[src/rtl/tmr_host_pkg.sv]
package tmr_host_pkg;
  localparam int BYTE_W = 8;
  localparam int CNT_W  = 2 * BYTE_W;
  localparam int MODE_W = 3;

  typedef enum logic [1:0] {
    ACC_NONE = 2'd0,
    ACC_LO   = 2'd1,
    ACC_HI   = 2'd2,
    ACC_WORD = 2'd3
  } acc_e;

  function automatic logic [MODE_W-1:0] fold_mode(input logic [MODE_W-1:0] m);
    return (m > 3'd5) ? (m - 3'd4) : m;
  endfunction
endpackage

[src/rtl/tmr_cmd_decode.sv]
module tmr_cmd_decode
  import tmr_host_pkg::*;
#(
  parameter int NUM_CH = 3,
  parameter int ADDR_W = 2
) (
  input  logic              wr_en,
  input  logic [ADDR_W-1:0] addr,
  input  logic [7:1]        cmd,
  output logic [NUM_CH-1:0] cfg_we,
  output logic [NUM_CH-1:0] cnt_lat_req,
  output logic [NUM_CH-1:0] sts_lat_req,
  output logic [NUM_CH-1:0] data_we
);
  localparam logic [ADDR_W-1:0] CTL_ADDR = {ADDR_W{1'b1}};

  logic       ctl_wr;
  logic       is_rb;
  logic [1:0] sel;
  logic [1:0] acc_f;

  assign ctl_wr = wr_en && (addr == CTL_ADDR);
  assign sel    = cmd[7:6];
  assign acc_f  = cmd[5:4];
  assign is_rb  = (sel == 2'd3);

  for (genvar i = 0; i < NUM_CH; i++) begin : g_ch
    logic hit;
    assign hit            = !is_rb && (sel == 2'(i));
    assign data_we[i]     = wr_en && (addr == ADDR_W'(i));
    assign cfg_we[i]      = ctl_wr && hit && (acc_f != 2'd0);
    assign cnt_lat_req[i] = ctl_wr && ((hit && (acc_f == 2'd0)) ||
                                       (is_rb && cmd[1+i] && !cmd[5]));
    assign sts_lat_req[i] = ctl_wr && is_rb && cmd[1+i] && !cmd[4];
  end
endmodule

[src/rtl/tmr_chan_port.sv]
module tmr_chan_port
  import tmr_host_pkg::*;
(
  input  logic              clk,
  input  logic              rst,
  input  logic              cfg_we,
  input  logic              cnt_lat_req,
  input  logic              sts_lat_req,
  input  logic              data_we,
  input  logic              rd_hit,
  input  logic [BYTE_W-1:0] wdata,
  input  logic [CNT_W-1:0]  live_count,
  input  logic              out_lvl,
  output logic [MODE_W-1:0] mode,
  output logic [1:0]        acc,
  output logic              bcd,
  output logic              load,
  output logic [CNT_W-1:0]  load_val,
  output logic [BYTE_W-1:0] rd_byte
);
  logic [MODE_W-1:0] mode_q;
  acc_e              acc_q;
  logic              bcd_q;
  logic              wr_lo_q;
  logic              rd_lo_q;
  logic [BYTE_W-1:0] hold_q;
  acc_e              clat_q;
  logic [CNT_W-1:0]  clat_val;
  logic              slat_v;
  logic [BYTE_W-1:0] slat_byte;
  logic              load_q;
  logic [CNT_W-1:0]  load_val_q;

  // Read byte selection: status, then latched count, then live count.
  always_comb begin
    if (slat_v) begin
      rd_byte = slat_byte;
    end else if (clat_q != ACC_NONE) begin
      rd_byte = (clat_q == ACC_HI) ? clat_val[CNT_W-1:BYTE_W] : clat_val[BYTE_W-1:0];
    end else begin
      unique case (acc_q)
        ACC_HI:   rd_byte = live_count[CNT_W-1:BYTE_W];
        ACC_WORD: rd_byte = rd_lo_q ? live_count[BYTE_W-1:0] : live_count[CNT_W-1:BYTE_W];
        default:  rd_byte = live_count[BYTE_W-1:0];
      endcase
    end
  end

  always_ff @(posedge clk) begin
    if (rst) begin
      mode_q     <= '0;
      acc_q      <= ACC_WORD;
      bcd_q      <= 1'b0;
      wr_lo_q    <= 1'b1;
      rd_lo_q    <= 1'b1;
      hold_q     <= '0;
      clat_q     <= ACC_NONE;
      clat_val   <= '0;
      slat_v     <= 1'b0;
      slat_byte  <= '0;
      load_q     <= 1'b0;
      load_val_q <= '0;
    end else begin
      load_q <= 1'b0;
      if (rd_hit) begin
        if (slat_v) begin
          slat_v <= 1'b0;
        end else if (clat_q != ACC_NONE) begin
          clat_q <= (clat_q == ACC_WORD) ? ACC_HI : ACC_NONE;
        end else if (acc_q == ACC_WORD) begin
          rd_lo_q <= !rd_lo_q;
        end
      end
      if (cfg_we) begin
        acc_q   <= acc_e'(wdata[5:4]);
        mode_q  <= fold_mode(wdata[3:1]);
        bcd_q   <= wdata[0];
        wr_lo_q <= 1'b1;
        rd_lo_q <= 1'b1;
      end
      if (cnt_lat_req && (clat_q == ACC_NONE)) begin
        clat_q   <= acc_q;
        clat_val <= live_count;
      end
      if (sts_lat_req && !slat_v) begin
        slat_byte <= {out_lvl, 1'b0, acc_q, mode_q, bcd_q};
        slat_v    <= 1'b1;
      end
      if (data_we) begin
        unique case (acc_q)
          ACC_HI: begin
            load_q     <= 1'b1;
            load_val_q <= {wdata, {BYTE_W{1'b0}}};
          end
          ACC_WORD: begin
            if (wr_lo_q) begin
              hold_q  <= wdata;
              wr_lo_q <= 1'b0;
            end else begin
              load_q     <= 1'b1;
              load_val_q <= {wdata, hold_q};
              wr_lo_q    <= 1'b1;
            end
          end
          default: begin
            load_q     <= 1'b1;
            load_val_q <= {{BYTE_W{1'b0}}, wdata};
          end
        endcase
      end
    end
  end

  assign mode     = mode_q;
  assign acc      = acc_q;
  assign bcd      = bcd_q;
  assign load     = load_q;
  assign load_val = load_val_q;

  // folded mode is always a legal value
  a_r2_mode_legal: assert property (@(posedge clk) disable iff (rst)
    mode_q <= 3'd5);

  // an unread latched count is frozen
  a_r6_count_frozen: assert property (@(posedge clk) disable iff (rst)
    (clat_q != ACC_NONE) && !rd_hit |=> $stable(clat_val) && (clat_q != ACC_NONE));

  // an unread status byte is frozen
  a_r6_status_frozen: assert property (@(posedge clk) disable iff (rst)
    slat_v && !rd_hit |=> slat_v && $stable(slat_byte));

  // a status read drains only the status latch
  a_r7_status_first: assert property (@(posedge clk) disable iff (rst)
    slat_v && rd_hit && !sts_lat_req && !cnt_lat_req |=> !slat_v && $stable(clat_q));

  // a load strobe follows a data write
  a_r4_load_after_write: assert property (@(posedge clk) disable iff (rst)
    load_q |-> $past(data_we));
endmodule

[src/rtl/tmr_read_mux.sv]
module tmr_read_mux
  import tmr_host_pkg::*;
#(
  parameter int NUM_CH = 3,
  parameter int ADDR_W = 2
) (
  input  logic                     clk,
  input  logic                     rst,
  input  logic                     rd_en,
  input  logic [ADDR_W-1:0]        addr,
  input  logic [NUM_CH*BYTE_W-1:0] ch_bytes,
  output logic [BYTE_W-1:0]        rdata
);
  logic [BYTE_W-1:0] sel_byte;

  always_comb begin
    sel_byte = '0;
    for (int i = 0; i < NUM_CH; i++) begin
      if (addr == ADDR_W'(i)) sel_byte = ch_bytes[i*BYTE_W +: BYTE_W];
    end
  end

  always_ff @(posedge clk) begin
    if (rst)        rdata <= '0;
    else if (rd_en) rdata <= sel_byte;
  end

  // read data holds between reads
  a_r9_rdata_hold: assert property (@(posedge clk) disable iff (rst)
    !rd_en |=> $stable(rdata));
endmodule

[src/rtl/tmr_host_port.sv]
module tmr_host_port
  import tmr_host_pkg::*;
#(
  parameter int NUM_CH = 3,
  parameter int ADDR_W = 2
) (
  input  logic                     clk,
  input  logic                     rst,
  input  logic [ADDR_W-1:0]        addr,
  input  logic                     wr_en,
  input  logic [BYTE_W-1:0]        wdata,
  input  logic                     rd_en,
  output logic [BYTE_W-1:0]        rdata,
  output logic [NUM_CH*MODE_W-1:0] ch_mode,
  output logic [NUM_CH*2-1:0]      ch_acc,
  output logic [NUM_CH-1:0]        ch_bcd,
  output logic [NUM_CH-1:0]        ch_load,
  output logic [NUM_CH*CNT_W-1:0]  ch_load_val,
  input  logic [NUM_CH*CNT_W-1:0]  ch_count,
  input  logic [NUM_CH-1:0]        ch_out
);
  logic [NUM_CH-1:0]        cfg_we;
  logic [NUM_CH-1:0]        cnt_lat_req;
  logic [NUM_CH-1:0]        sts_lat_req;
  logic [NUM_CH-1:0]        data_we;
  logic [NUM_CH*BYTE_W-1:0] ch_bytes;

  tmr_cmd_decode #(.NUM_CH(NUM_CH), .ADDR_W(ADDR_W)) u_dec (
    .wr_en       (wr_en),
    .addr        (addr),
    .cmd         (wdata[7:1]),
    .cfg_we      (cfg_we),
    .cnt_lat_req (cnt_lat_req),
    .sts_lat_req (sts_lat_req),
    .data_we     (data_we)
  );

  for (genvar i = 0; i < NUM_CH; i++) begin : g_chan
    logic rd_hit;
    assign rd_hit = rd_en && (addr == ADDR_W'(i));
    tmr_chan_port u_chan (
      .clk         (clk),
      .rst         (rst),
      .cfg_we      (cfg_we[i]),
      .cnt_lat_req (cnt_lat_req[i]),
      .sts_lat_req (sts_lat_req[i]),
      .data_we     (data_we[i]),
      .rd_hit      (rd_hit),
      .wdata       (wdata),
      .live_count  (ch_count[i*CNT_W +: CNT_W]),
      .out_lvl     (ch_out[i]),
      .mode        (ch_mode[i*MODE_W +: MODE_W]),
      .acc         (ch_acc[i*2 +: 2]),
      .bcd         (ch_bcd[i]),
      .load        (ch_load[i]),
      .load_val    (ch_load_val[i*CNT_W +: CNT_W]),
      .rd_byte     (ch_bytes[i*BYTE_W +: BYTE_W])
    );
  end

  tmr_read_mux #(.NUM_CH(NUM_CH), .ADDR_W(ADDR_W)) u_rmux (
    .clk      (clk),
    .rst      (rst),
    .rd_en    (rd_en),
    .addr     (addr),
    .ch_bytes (ch_bytes),
    .rdata    (rdata)
  );

  // never more than one channel loads in a cycle
  a_r4_single_load: assert property (@(posedge clk) disable iff (rst)
    $onehot0(ch_load));
endmodule

[config.mk]
export PLATFORM = sky130hd
export DESIGN_NAME = tmr_host_port
export DESIGN_NICKNAME = d
export VERILOG_FILES = /design/src/rtl/tmr_host_pkg.sv /design/src/rtl/tmr_cmd_decode.sv /design/src/rtl/tmr_chan_port.sv /design/src/rtl/tmr_read_mux.sv /design/src/rtl/tmr_host_port.sv
export SDC_FILE = /design/constraint.sdc
export NUM_CORES = 1
export LEC_CHECK = 0
export ABC_CLOCK_PERIOD_IN_PS = 2300
export BUFFER_PORTS_ARGS = -buffer_cell sky130_fd_sc_hd__buf_2
export CAP_MARGIN = 15
export CORE_ASPECT_RATIO = 1.2
export CORE_MARGIN = 3
export CORE_UTILIZATION = 50
export CTS_CLUSTER_DIAMETER = 200
export DETAILED_ROUTE_END_ITERATION = 16
export PLACE_DENSITY = 0.81
export SKIP_LAST_GASP = 1
export SLEW_MARGIN = 25
export SYNTH_ARGS = -nofsm -noshare
export SYNTH_HDL_FRONTEND = slang
export SYNTH_SLANG_ARGS = --single-unit
[constraint.sdc]
create_clock -name clk -period 2.3 [get_ports clk]
set_clock_uncertainty 0.2 [all_clocks]
set_input_delay 0.115 -clock clk [delete_from_list [all_inputs] [get_ports clk]]
set_output_delay 0.115 -clock clk [all_outputs]
set_load 0.05 [all_outputs]
==> results.json <==
{
  "fin_ws_ns": 0.130,
  "final_util_pct": 65.7,
  "power_frac_comb_pct": 10.9,
  "dpl_worst_slack_ns": 0.119,
  "period_minus_slack_ns": 2.17,
  "synthCells": 881,
  "insertion_delay_ns": 0.43,
  "grt_overflow_total": 0,
  "tns_ns": 0,
  "grt_max_degree": 147,
  "cts_made_buffers": 17,
  "post_cts_buffers": 0,
  "synth-async-reset-ratio_pct": 0,
  "clkTransAtPathRegs_ns": 0.07,
  "io_buffer_count": 141,
  "pwr_density_cell_nw_per_um2": 668,
  "setup_viol": 0,
  "yosys_warnings": 0,
  "clkPwrFrac_pct": 39.8,
  "start_util_pct": 52.2,
  "dieHeight_microns": 144,
  "htree_num_levels": 4,
  "drv_cap": 0,
  "drt_iter0_markers": 576,
  "placed_cells": 1186,
  "p_leak_nw": 4.03,
  "finalMaxSlewViolations": 0,
  "diodes": 0,
  "place_congestion": 0.899,
  "layout-drive-gt1-share_pct": 21.3,
  "ir_drop_v": 0.000506,
  "dieArea_sq_um": 17500,
  "finalNetCount": 1125,
  "ys_seq_area_share_pct": 46.5,
  "status": "finished clean",
  "ys_ff_latch": 185,
  "dpl_cell_area_sq_um": 8900,
  "stdcell_count": 1275,
  "synth.area.top_cells": "dfxtp_1 (47%), mux2i_1 (15%), nor2_1 (7.4%)",
  "rsz0062_at_grt": "false",
  "ioPinCount": 142,
  "antenna_found_initial": 0,
  "min-delay-path-class": "input port to register",
  "cp_cell_sequence": "dlygate4sd3_1 > buf_2 > nand3_2 > or3_4 > nor3b_2 > buf_4 > mux2i_1 > nor2_1",
  "grt_pass1_wl_microns": 35900,
  "cts_tree": "done",
  "drc": 0,
  "endpoint_kind": "register",
  "max_stage_delay_ns": 0.55,
  "cp.arrival_ns": 2.26,
  "wl_microns": 22600,
  "switching_share_pct": 25.6,
  "worstPathRequired_ns": 2.39,
  "tightest_slew_ns": 0.691,
  "p_total_mw": 6.70,
  "grtUsageTotal_pct": 25.7,
  "routedWlPerCell_microns": 17.8,
  "ys.flop_type": "dfxtp_1",
  "relSlewSlack_pct": 53.6,
  "clockRootBuffer": "clkbuf_16",
  "cts.sinks": 185,
  "synthDistinctLibCells": 49,
  "synth_area_per_cell_sq_um": 9.04,
  "clockBufferDepth": 2,
  "path_max_fanout": 10,
  "hold_viol_final": 0,
  "p_switching_mw": 1.71,
  "num_vias": 7292,
  "rows": 49,
  "intPower_mw": 4.98,
  "die_x_microns": 121,
  "synth_fp_nets": 946,
  "hold_slack_ns": 0.0329,
  "drtAntennaViolNets": 0,
  "firstDrtPassIters": 6,
  "fmax_ghz": 0.461,
  "syn_area_sq_um": 7960,
  "period_share_pct": 94.4,
  "slowest_stage": "dlygate4sd3_1",
  "synth-edff-count": 0,
  "viasPerCell": 5.72,
  "yosysTopAreaCell": "dfxtp_1",
  "yosysTopAreaCellShare_pct": 46.5,
  "area_delta_synth_final_pct": 25.9,
  "hpwl_microns": 15300,
  "final_area_sq_um": 10000,
  "path_class": "input port to register",
  "grt_pass1_vias": 7044,
  "startpoint_type": "input port",
  "core_sq_um": 15300,
  "p_seq_share_pct": 49.3
}
==> layout by cell type (no fill, tap or decap), types with 3 or more instances in the layout <==
cell             n
a211o_1          4
a21oi_1         42
a221o_1         22
a221oi_1        28
a311oi_1        11
and2_1           6
buf_2          140
buf_4           40
clkbuf_16       17
clkinvlp_4       3
dfxtp_1        184
dlygate4sd3_1   59
inv_1            4
inv_6            4
mux2i_1        116
nand2_1         54
nand2b_1        11
nand3_1         41
nand3b_1         4
nor2_1         157
nor2b_1          7
nor3_1          33
nor3b_2          3
o21ai_0         17
o21bai_1         3
o221ai_1         7
o31ai_1          6
or4_1            6
==> cell families (layout without fill, tap and decap cells) <==
family	after synthesis	count (layout)	synth area share, %
simple gates	339	339	19.7
xor+xnor	2	2	0.220
flops	185	185	46.5
compound gates	152	152	14.0
mux	116	116	14.6
buf+inv	87	277	4.97
==> final cells by class <==
cell class | instances | area (sq um)
Clock buffer | 21 | 460
Clock inverter | 9 | 67.6
Fill cell | 1221 | 5240
Inverter | 6 | 22.5
Multi-Input combinational cell | 609 | 3880
Sequential cell | 185 | 3700
Tap cell | 204 | 255
Timing Repair Buffer | 241 | 1630
==> worst paths after layout <==
kind	startpoint	end	slack (ns)	depth (start not counted)
max	wr_en	g_chan[2].u_chan.slat_byte[7]	0.13	8
min	wdata[1]	g_chan[2].u_chan.load_val[9]	0.03	4
max reg2reg	g_chan[2].u_chan.acc[0]	u_rmux.rdata[7]	0.24	5
min reg2reg	g_chan[2].u_chan.load_val[14]	g_chan[2].u_chan.load_val[14]	0.25	2
==> state kept, by name (all words and copies together) (netlist names), 6 cells and up <==
register                 count
g_chan.u_chan.slat_byte     21
g_chan.u_chan.hold_q        24
g_chan.u_chan.acc            6
g_chan.u_chan.clat_val      48
g_chan.u_chan.clat_q         6
u_rmux.rdata                 8
g_chan.u_chan.load_val      48
g_chan.u_chan.mode           9
==> repair_timing <==
action | 4_1_cts | 5_1_grt
resized for setup | 0 | 2
hold buffers | 59 | 0
endpoints found under the setup margin | 0 | 6
endpoints found under the hold margin | 86 | 0
==> critical path, delay by kind of cell <==
kind                   cells  cell delay, ns
multiplexers               1            0.21
buffers and inverters      3            0.99
AND/OR/NAND/NOR            4            0.95
==> power by group through the flow <==
stage | Sequential, mW | Combinational (mW) | Clock, mW
2_1_floorplan | 3.46 | 0.323 | 0
3_3_place_gp | 3.37 | 0.632 | 0
3_5_place_dp | 3.37 | 0.637 | 0
4_1_cts | 3.30 | 0.718 | 2.70
5_1_grt | 3.31 | 0.781 | 2.82
6_report | 3.30 | 0.732 | 2.66
==> metal layers <==
metal	global-route usage [%]	part of all wire, %	up-vias
met4	9.68	2.5	0
met3	6.38	7.5	43
met1	32.7	42	3441
met5	0	0	-
li1	-	-	3498
met2	42.6	48	310
==> synthesized netlist by cell type, drive strengths merged, types with 11 or more instances <==
cell type	count
nand2	54
a221oi	28
dfxtp	185
buf	32
clkbuf	49
nor2	159
nand3	42
a221o	22
o21ai	18
mux2i	116
a21oi	44
nand2b	11
a311oi	11
nor3	33
No activity file was read; power rests on OpenSTA's default activity.
